File: config.mk
export PLATFORM = sky130hd
export DESIGN_NAME = xfer_reg_sync
export DESIGN_NICKNAME = d
export VERILOG_FILES = /design/src/rtl/xrs_pkg.sv /design/src/rtl/xrs_store.sv /design/src/rtl/xrs_presence.sv /design/src/rtl/xrs_resolve.sv /design/src/rtl/xfer_reg_sync.sv
export SDC_FILE = /design/constraint.sdc
export NUM_CORES = 1
export LEC_CHECK = 0
export BUFFER_PORTS_ARGS = -buffer_cell sky130_fd_sc_hd__buf_2
export CORE_MARGIN = 1.5
export CORE_UTILIZATION = 50
export DETAILED_ROUTE_END_ITERATION = 10
export PLACE_DENSITY = 0.78
export SYNTH_ARGS = -nofsm -noshare
export SYNTH_HDL_FRONTEND = slang
export SYNTH_SLANG_ARGS = --single-unit
File: constraint.sdc
create_clock -name clk -period 4.1 [get_ports clk]
set_clock_uncertainty 0.05 [all_clocks]
set_input_delay 0.41 -clock clk [delete_from_list [all_inputs] [get_ports clk]]
set_output_delay 0.41 -clock clk [all_outputs]
set_load 0.01 [all_outputs]
File: src/rtl/xrs_pkg.sv
package xrs_pkg;
  localparam int unsigned XRS_NREG_DEF  = 32;
  localparam int unsigned XRS_WIDTH_DEF = 32;
endpackage

File: src/rtl/xrs_store.sv
module xrs_store #(
  parameter int unsigned NREG = 32,
  parameter int unsigned W    = 32,
  localparam int unsigned IW  = $clog2(NREG)
) (
  input  logic          clk,
  input  logic          we,
  input  logic [IW-1:0] widx,
  input  logic [W-1:0]  wdata,
  input  logic [IW-1:0] ridx,
  output logic [W-1:0]  rdata
);
  // single write port, asynchronous read: maps onto distributed RAM
  logic [W-1:0] mem [NREG];

  always_ff @(posedge clk) begin
    if (we) mem[widx] <= wdata;
  end

  assign rdata = mem[ridx];
endmodule

File: src/rtl/xrs_presence.sv
module xrs_presence #(
  parameter int unsigned NREG = 32,
  localparam int unsigned IW  = $clog2(NREG)
) (
  input  logic            clk,
  input  logic            rst,
  input  logic            start,
  input  logic [NREG-1:0] mask_in,
  input  logic            we,
  input  logic [IW-1:0]   widx,
  input  logic [IW-1:0]   ridx,
  output logic            r_full,
  output logic            r_comm
);
  logic [NREG-1:0] full_q;
  logic [NREG-1:0] comm_q;

  always_ff @(posedge clk) begin
    if (rst)        comm_q <= '0;
    else if (start) comm_q <= mask_in;
  end

  for (genvar i = 0; i < NREG; i++) begin : g_bit
    always_ff @(posedge clk) begin
      if (rst)                           full_q[i] <= 1'b0;
      else if (we && widx == IW'(i))     full_q[i] <= 1'b1;  // write wins over clear
      else if (start && mask_in[i])      full_q[i] <= 1'b0;
    end
  end

  assign r_full = full_q[ridx];
  assign r_comm = comm_q[ridx];
endmodule

File: src/rtl/xrs_resolve.sv
module xrs_resolve #(
  parameter int unsigned W  = 32,
  parameter int unsigned IW = 5
) (
  input  logic          req,
  input  logic [IW-1:0] ridx,
  input  logic          we,
  input  logic [IW-1:0] widx,
  input  logic [W-1:0]  wdata,
  input  logic [W-1:0]  stored,
  input  logic          full,
  input  logic          comm,
  output logic          valid,
  output logic          stall,
  output logic [W-1:0]  data
);
  logic hit;
  logic ready;

  always_comb begin
    hit   = we && (widx == ridx);
    ready = !comm || full || hit;
    valid = req && ready;
    stall = req && !ready;
    data  = hit ? wdata : stored;
  end
endmodule

File: src/rtl/xfer_reg_sync.sv
module xfer_reg_sync #(
  parameter int unsigned NREG = xrs_pkg::XRS_NREG_DEF,
  parameter int unsigned W    = xrs_pkg::XRS_WIDTH_DEF,
  localparam int unsigned IW  = $clog2(NREG)
) (
  input  logic            clk,
  input  logic            rst,
  input  logic            task_start,
  input  logic [NREG-1:0] comm_mask,
  input  logic            wr_en,
  input  logic [IW-1:0]   wr_idx,
  input  logic [W-1:0]    wr_data,
  input  logic            rd_req,
  input  logic [IW-1:0]   rd_idx,
  output logic            rd_valid,
  output logic            rd_stall,
  output logic [W-1:0]    rd_data
);
  logic [W-1:0] stored;
  logic         is_full;
  logic         is_comm;

  xrs_store #(.NREG(NREG), .W(W)) u_store (
    .clk(clk), .we(wr_en), .widx(wr_idx), .wdata(wr_data),
    .ridx(rd_idx), .rdata(stored)
  );

  xrs_presence #(.NREG(NREG)) u_pres (
    .clk(clk), .rst(rst), .start(task_start), .mask_in(comm_mask),
    .we(wr_en), .widx(wr_idx), .ridx(rd_idx),
    .r_full(is_full), .r_comm(is_comm)
  );

  xrs_resolve #(.W(W), .IW(IW)) u_res (
    .req(rd_req), .ridx(rd_idx), .we(wr_en), .widx(wr_idx), .wdata(wr_data),
    .stored(stored), .full(is_full), .comm(is_comm),
    .valid(rd_valid), .stall(rd_stall), .data(rd_data)
  );
endmodule

==> results of run 1 <==
-- path summary, 6_finish.rpt --
check	endpoint	cells after the start	startpoint	slack, ns
setup / recovery	rd_data[21]	8	rd_idx[4]	0.67
hold / removal	u_pres.comm_q[14]	3	comm_mask[14]	0.03
setup reg to reg	u_pres.full_q[13]	2	u_pres.full_q[13]	3.36
hold reg to reg	u_pres.comm_q[14]	2	u_pres.comm_q[14]	0.42
-- kinds of logic (layout without fill, tap and decap cells) --
family,after synthesis,count (layout),share of synthesized area [%]
flops,1088,1088,76.99
simple gates,281,281,3.438
mux,276,276,14.37
compound gates,244,244,3.639
buf+inv,130,403,1.453
xor+xnor,5,5,0.1053
other cells,0,2,0
-- synth_stat cells, types with 2 or more instances --
library cell,n
sky130_fd_sc_hd__a21oi_1,76
sky130_fd_sc_hd__o22ai_1,87
sky130_fd_sc_hd__xor2_1,4
sky130_fd_sc_hd__or2_2,3
sky130_fd_sc_hd__a22o_1,22
sky130_fd_sc_hd__nand4_1,3
sky130_fd_sc_hd__buf_4,13
sky130_fd_sc_hd__nor3b_1,12
sky130_fd_sc_hd__nor2b_1,2
sky130_fd_sc_hd__dfxtp_1,64
sky130_fd_sc_hd__and2_1,22
sky130_fd_sc_hd__nand3_1,3
sky130_fd_sc_hd__nor3_1,32
sky130_fd_sc_hd__a31oi_1,6
sky130_fd_sc_hd__o21ai_0,21
sky130_fd_sc_hd__buf_2,30
sky130_fd_sc_hd__or3_1,12
sky130_fd_sc_hd__inv_1,10
sky130_fd_sc_hd__nor2_1,81
sky130_fd_sc_hd__mux2i_1,10
sky130_fd_sc_hd__nor4_1,3
sky130_fd_sc_hd__mux4_2,256
sky130_fd_sc_hd__clkbuf_1,64
sky130_fd_sc_hd__buf_1,8
sky130_fd_sc_hd__edfxtp_1,1024
sky130_fd_sc_hd__a211oi_1,23
sky130_fd_sc_hd__nand3b_1,4
sky130_fd_sc_hd__and3b_1,2
sky130_fd_sc_hd__nand2_1,52
sky130_fd_sc_hd__nand4b_1,3
sky130_fd_sc_hd__mux2_2,10
sky130_fd_sc_hd__buf_6,4
sky130_fd_sc_hd__nand2b_1,40
sky130_fd_sc_hd__nor4bb_1,2
sky130_fd_sc_hd__a311oi_1,4
-- cells in the final DEF (no fill, tap or decap), types with 51 or more instances in the layout --
master | Yosys | layout
sky130_fd_sc_hd__dfxtp_1 | 64 | 64
sky130_fd_sc_hd__nor2_1 | 81 | 57
sky130_fd_sc_hd__a21oi_1 | 76 | 76
sky130_fd_sc_hd__buf_4 | 13 | 65
sky130_fd_sc_hd__mux4_2 | 256 | 256
sky130_fd_sc_hd__buf_2 | 30 | 109
sky130_fd_sc_hd__nand2_1 | 52 | 51
sky130_fd_sc_hd__clkbuf_16 | 0 | 104
sky130_fd_sc_hd__o22ai_1 | 87 | 87
sky130_fd_sc_hd__edfxtp_1 | 1024 | 1024
-- per-layer routing --
layer / wire, um / vias up
met1: 37400 / 11300
met5: 17 / -
met4: 3800 / 2
met2: 50810 / 1582
li1: - / 8778
met3: 11940 / 254
-- power by group through the flow --
stage          Sequential [mW]  Combinational, mW  Clock, mW
2_1_floorplan             12.6              0.695          0
3_3_place_gp              12.6               1.16          0
3_5_place_dp              12.6               1.20          0
4_1_cts                   12.3               1.23       9.47
5_1_grt                   12.3               1.31       9.86
6_report                  12.3               1.23       9.41
-- worst max-delay path: stages --
cell,delay (ns)
sky130_fd_sc_hd__buf_2,0.48
sky130_fd_sc_hd__nor2_1,0.14
sky130_fd_sc_hd__nand2_2,0.55
sky130_fd_sc_hd__buf_4,0.34
sky130_fd_sc_hd__o22ai_1,0.12
sky130_fd_sc_hd__or3_1,0.36
sky130_fd_sc_hd__o21ai_0,0.33
sky130_fd_sc_hd__buf_2,0.21
-- state kept, by name (all words and copies together) (netlist names) --
signal,flops
u_pres.full_q,32
u_store.mem,1024
u_pres.comm_q,32
-- what timing repair did --
item                                   4_1_cts  5_1_grt
hold buffers                                23        0
resized for setup                            0        0
endpoints found under the hold margin       23        0
-- metrics by stage --
stage | worst slack, ns | hold slack, ns | cell area (um^2) | total power, mW
after floorplan | 0.1588 | 0.3948 | 41600 | 13.25
after global placement | 0.6825 | 0.4051 | 43970 | 13.71
after detailed placement | 0.7426 | 0.4085 | 43970 | 13.76
after CTS | 0.7100 | 0.001076 | 47510 | 23.04
after global routing | 0.5289 | 0.03189 | 47510 | 23.50
final | 0.6669 | 0.03308 | 47510 | 22.97
-- area by class of cell --
| type | count | area [um^2] |
|---|---|---|
| Antenna cell | 2 | 5.005 |
| Clock buffer | 118 | 2655 |
| Clock inverter | 59 | 649.4 |
| Fill cell | 5637 | 34730 |
| Inverter | 11 | 41.29 |
| Multi-Input combinational cell | 806 | 9193 |
| Sequential cell | 1088 | 32030 |
| Tap cell | 1070 | 1339 |
| Timing Repair Buffer | 215 | 1602 |
==> metrics.md, run 1 <==
| Metric | Value |
|---|---|
| Result of the run | completed |
| Max Slew Vio Count | 0 |
| CTS sink count | 1088 |
| Share of synthesized flip-flops with an asynchronous set or reset | 0% |
| Peak supply drop | 0.0003254 V |
| Met2 Resource Use GR | 39.86% |
| Switch share | 20.93% |
| Wire length of the first global-routing pass | 150.6 mm |
| Warning count from the yosys run | 0 |
| Fraction of power consumed by sequential logic | 53.7% |
| Gate count of the mapped netlist | 2024 |
| Post-route DRC | 0 |
| Maximum number of buffers from clock root to sink | 3 |
| Placed instance count | 3167 |
| Share of synthesized area occupied by flip-flops and latches | 76.99% |
| Final worst path period need | 3.433 ns |
| Met1 Usage GRT | 32.73% |
| Drt wl/cell | 30.86 um |
| Fmax | 291.3 MHz |
| Pre-Repair DR Iteration Count | 5 |
| Initial core utilization | 50.58% |
| Buffers added on ports | 112 |
| P per Cell Area | 483.5 nW/um^2 |
| Fraction of met3 tracks used by global routing | 5.169% |
| Cell type contributing the most total cell area after synthesis | sky130_fd_sc_hd__edfxtp_1 |
| Via count of the first global-routing pass | 22400 |
| Portion of synthesized cell area occupied by the leading cell type | 73.92% |
| Setup_tns | 0 ns |
| Setup-failing EPs final | 0 |
| RSZ-0062 raised after global routing | false |
| Count of final hold-check violations | 0 |
| Cell leakage power | 15.07 nW |
| Synth-to-Final Area Change | 14.21% |
| Classification of the worst setup path | in -> out |
| Number of vias after detailed routing | 21920 |
| Most used routing layer in global routing | met2 |
| Number of max-capacitance violations reported | 0 |
| DPL Wire Length | 54.42 mm |
| Post-detailed-route via-to-cell ratio | 6.506 |
| Die footprint | 84940 um^2 |
| Worst slew margin relative to its limit | 27.06% |
| Count of pins on the block boundary | 113 |
| Worst Setup Start Kind | input port |
| Mapped Avg Cell Area | 20.55 um^2 |
| Arrival time of the worst setup path | 2.97 ns |
| Total standard cell area after synthesis | 41600 um^2 |
| Clock buffer count from CTS | 100 |
| Final Instance Count excl. Fillers | 3369 |
| Fraction of layout instances using a drive strength above 1 | 28.12% |
| Number of distinct library cell variants in the gate-level netlist after synthesis | 47 |
| Clock transition time at the flip-flop clock pins of the worst setup and hold paths | 0.06 ns |
| TritonCTS clock tree | built |
| Flops & latches, synth | 1088 |
| Number of standard-cell rows in the floorplan | 105 |
| Switching power summed over all nets | 4.808 mW |
| Number of H-tree levels | 3 |
| Core utilization of the finished layout | 57.77% |
| # Post-CTS Setup Buffers | 0 |
| CP required | 3.64 ns |
| Width of the die | 291.5 um |
| Tightest Pin Transition | 1.094 ns |
| RePlAce Congestion | 0.7990 |
| NumNets Final | 2301 |
| Share of total power in combinational logic | 5.4% |
| Crit end category | output pin |
| CP Max Fanout | 23 |
| Number of antenna violations at the first check in global routing | 2 |
| Hold Path Class | in -> reg |
| Tcrit/Tclk final | 83.74% |
| Synth area leaders | sky130_fd_sc_hd__edfxtp_1 74%, sky130_fd_sc_hd__mux4_2 14%, sky130_fd_sc_hd__dfxtp_1 3.1% |
| Detailed router's first-iteration violation count | 2969 |
| Clock insertion delay at the later pin of the skew report | 0.65 ns |
| Global routing usage summed across all routing layers | 24.54% |
| Net count after synthesis | 2103 |
| Cell-internal power | 18.17 mW |
| Die Height | 291.5 um |
| Leading register cell type out of synthesis | sky130_fd_sc_hd__edfxtp_1 |
| Post-detailed-route count of antenna-violating nets | 0 |
| Share of power burned in the clock network | 41.0% |
| Core area | 82240 um^2 |
| Maximum number of pins on one net before global-route repair | 73 |
| Total length of routed wires | 104.0 mm |
| Grt ovf | 0 |
| Clock tree root driver cell | sky130_fd_sc_hd__clkbuf_16 |
| Post-synth EDFFs | 1024 |
(Power assumes the default switching activity.)
==> inputs of run 2 (changes only) <==
--- a/config.mk
+++ b/config.mk
@@ -9,7 +9,7 @@
 export CORE_MARGIN = 1.5
 export CORE_UTILIZATION = 50
 export DETAILED_ROUTE_END_ITERATION = 10
-export PLACE_DENSITY = 0.78
+export PLACE_DENSITY = 0.75
 export SYNTH_ARGS = -nofsm -noshare
 export SYNTH_HDL_FRONTEND = slang
 export SYNTH_SLANG_ARGS = --single-unit
==> constraint.sdc (replaced) <==
create_clock -name clk -period 3.5 [get_ports clk]
set_clock_uncertainty 0.05 [all_clocks]
set_input_delay 0.35 -clock clk [delete_from_list [all_inputs] [get_ports clk]]
set_output_delay 0.35 -clock clk [all_outputs]
set_load 0.01 [all_outputs]
==> run 2 against run 1 <==
- via count rose by 0.12%
- combinational power rose by 20%
- largest power group unchanged
- non-clock buffer count rose by 26
- die area did not move
- power rose by 17%
- global-route usage rose by 0.30 points
- clock power rose by 16%
- first-iteration DRC count fell by 5.9%
- wire length rose by 1.2%
==> metrics.md, run 2 (synthesis gave the netlist of run 1 again) <==
| Metric | Value |
|---|---|
| Fin area | 47890 um^2 |
| Fraction of power consumed by sequential logic | 53.9% |
| Count of final hold-check violations | 0 |
| Clock insertion delay at the later pin of the skew report | 0.65 ns |
| Post-detailed-route count of antenna-violating nets | 0 |
| RePlAce Congestion | 0.7897 |
| Worst hold margin | 0.1395 ns |
| Ordered list of cells on the worst path | or3b_1, and4_1, o31a_1, or4_1, o211a_1, buf_2 |
| Most used cells in the layout excluding fill and tap cells | 1024 x sky130_fd_sc_hd__edfxtp_1, 256 x sky130_fd_sc_hd__mux4_2, 109 x sky130_fd_sc_hd__buf_2 |
| Number of H-tree levels | 3 |
| Crit-path slowest cell | sky130_fd_sc_hd__or4_1 |
| Crit end category | output pin |
| WHS Path Cells | 1 |
| Worst Hold Path EP | u_store.mem[8][9] |
| Width of the die | 291.5 um |
| TritonCTS clock tree | built |
| Multi-input gate area in the final layout | 9236 um^2 |
| Most common cell after layout, fill and taps aside | sky130_fd_sc_hd__edfxtp_1 |
| Worst slew margin relative to its limit | 25.86% |
| Number of standard-cell rows in the floorplan | 105 |
| Reg-to-Reg End | u_pres.full_q[21] |
| Peak supply drop | 0.0004063 V |
| Classification of the worst setup path | reg -> out |
| Max reg flops | 1024 |
| Total length of routed wires | 105.2 mm |
| Final-layout fill cell count | 5652 |
| DPL Wire Length | 54.24 mm |
| Share of total power in combinational logic | 5.5% |
| # Post-CTS Setup Buffers | 0 |
| Core utilization of the finished layout | 58.23% |
| Switching power summed over all nets | 5.663 mW |
| Worst Setup Start Kind | flip-flop |
| Die footprint | 84940 um^2 |
| Post-detailed-route via-to-cell ratio | 6.447 |
| Clock buffer count from CTS | 101 |
| NumNets Final | 2328 |
| CTS sink count | 1088 |
| Fmax | 329.3 MHz |
| Tcrit/Tclk final | 86.77% |
| Final worst path period need | 3.037 ns |
| Internal reg-to-reg setup slack | 2.75 ns |
| Number of vias after detailed routing | 21950 |
| Launch point of the worst reg-to-reg path | u_pres.full_q[21] |
| Maximum number of buffers from clock root to sink | 3 |
| Post-route DRC | 0 |
| Die Height | 291.5 um |
| Share of power burned in the clock network | 40.5% |
| Result of the run | completed |
| Initial core utilization | 50.58% |
| RSZ-0062 raised after global routing | false |
| Tightest Pin Transition | 1.112 ns |
| Hold Path Class | in -> reg |
| P per Cell Area | 559.1 nW/um^2 |
| Registers with the most flip-flops | u_store.mem: 1024 flops, u_pres.comm_q: 32 flops, u_pres.full_q: 32 flops |
| Drt wl/cell | 30.91 um |
| Setup-failing EPs final | 0 |
| Clock tree root driver cell | sky130_fd_sc_hd__clkbuf_16 |
| Register containing the most flip-flops in the final layout | u_store.mem |
| Fraction of layout instances using a drive strength above 1 | 28.39% |
| Via count of the first global-routing pass | 22490 |
| Cell-internal power | 21.11 mW |
| Core area | 82240 um^2 |
| Storage cell area | 32030 um^2 |
| Global routing usage summed across all routing layers | 24.85% |
| Synth-to-Final Area Change | 15.12% |
| Wire length of the first global-routing pass | 152.5 mm |
| Maximum number of pins on one net before global-route repair | 71 |
| Worst reg2reg path depth | 2 |
| Arrival time of the worst setup path | 2.64 ns |
| Number of max-capacitance violations reported | 0 |
| CP required | 3.10 ns |
| Clock transition time at the flip-flop clock pins of the worst setup and hold paths | 0.07 ns |
| Number of antenna violations at the first check in global routing | 5 |
| Setup_tns | 0 ns |
| Buffers added on ports | 112 |
| Max Slew Vio Count | 0 |
| Cell Area, Placed | 44320 um^2 |
| Switch share | 21.15% |
| Pre-Repair DR Iteration Count | 6 |
| Grt ovf | 0 |
| Cell leakage power | 15.23 nW |
| Critical path's largest stage delay | 0.52 ns |
| Hold_sp | wr_data[9] |
| CP Max Fanout | 2 |
| Count of pins on the block boundary | 113 |
| Detailed router's first-iteration violation count | 2793 |
## run 2: cell count changes in the layout (fill, tap and decap cells not counted), sizes merged
| cell | delta |
|---|---|
| buf | +17 |
| dlygate4sd3 | +9 |
| clkinv | +7 |
| clkbuf | +5 |
| bufinv | -3 |
| clkinvlp | +2 |
| inv | -2 |
## run 2: per-stage QoR
stage / setup WS [ns] / cells / power [mW]
floorplan: -0.1588 / 2024 / 15.52
global placement: 0.4689 / 3184 / 16.09
detailed placement: 0.4858 / 3184 / 16.14
CTS: 0.4494 / 3402 / 26.86
global route: 0.3124 / 3403 / 27.41
finish: 0.4631 / 3404 / 26.78
## run 2: layer usage
layer / wire [um] / track usage [%]
met1: 38550 / 32.55
met2: 52840 / 41.60
met3: 10090 / 4.581
met4: 3725 / 9.616
met5: 28 / 0
## run 2: power by group through the flow
| stage | clock [mW] | combinational [mW] | sequential, mW |
|---|---|---|---|
| 2_1_floorplan | 0 | 0.816 | 14.7 |
| 3_3_place_gp | 0 | 1.39 | 14.7 |
| 3_5_place_dp | 0 | 1.43 | 14.7 |
| 4_1_cts | 10.9 | 1.48 | 14.4 |
| 5_1_grt | 11.4 | 1.56 | 14.4 |
| 6_report | 10.9 | 1.48 | 14.4 |
## run 2: repair_timing
item                                    4_1_cts  5_1_grt
resized for setup                             0        0
endpoints found under the hold margin        47        0
hold buffers                                 32        0
endpoints found under the setup margin        0        0
## run 2: worst max-delay path: cells and delay by family, from the launching register on
| family | cells | cell delay, ns |
|---|---|---|
| AO/OA/AOI/OAI | 2 | 0.45 |
| flip-flops | 1 | 0.31 |
| buffers and inverters | 1 | 0.15 |
| AND/OR/NAND/NOR | 3 | 1.08 |
## run 2: how the worst max path moves through the flow
| stage | cells after the start | slack [ns] | endpoint | from |
|---|---|---|---|---|
| after floorplan | 3 | -0.16 | u_store.mem[12][0] | wr_idx[3] |
| after global placement | 8 | 0.47 | rd_valid | rd_idx[0] |
| after detailed placement | 8 | 0.49 | rd_data[30] | rd_idx[0] |
| after CTS | 6 | 0.45 | rd_valid | u_pres.full_q[12] |
| after global routing | 8 | 0.31 | rd_data[30] | rd_idx[0] |
| final | 6 | 0.46 | rd_valid | u_pres.full_q[12] |
## run 2: cell type report
type                    count  share of cell area, %
clock inverters            63                  1.168
flip-flops and latches   1088                  66.88
repair buffers            241                  4.165
inverters                  11                0.08622
multi-input cells         806                  19.29
well taps                1070                  2.796
clock buffers             123                  5.604
diodes                      2                0.01045
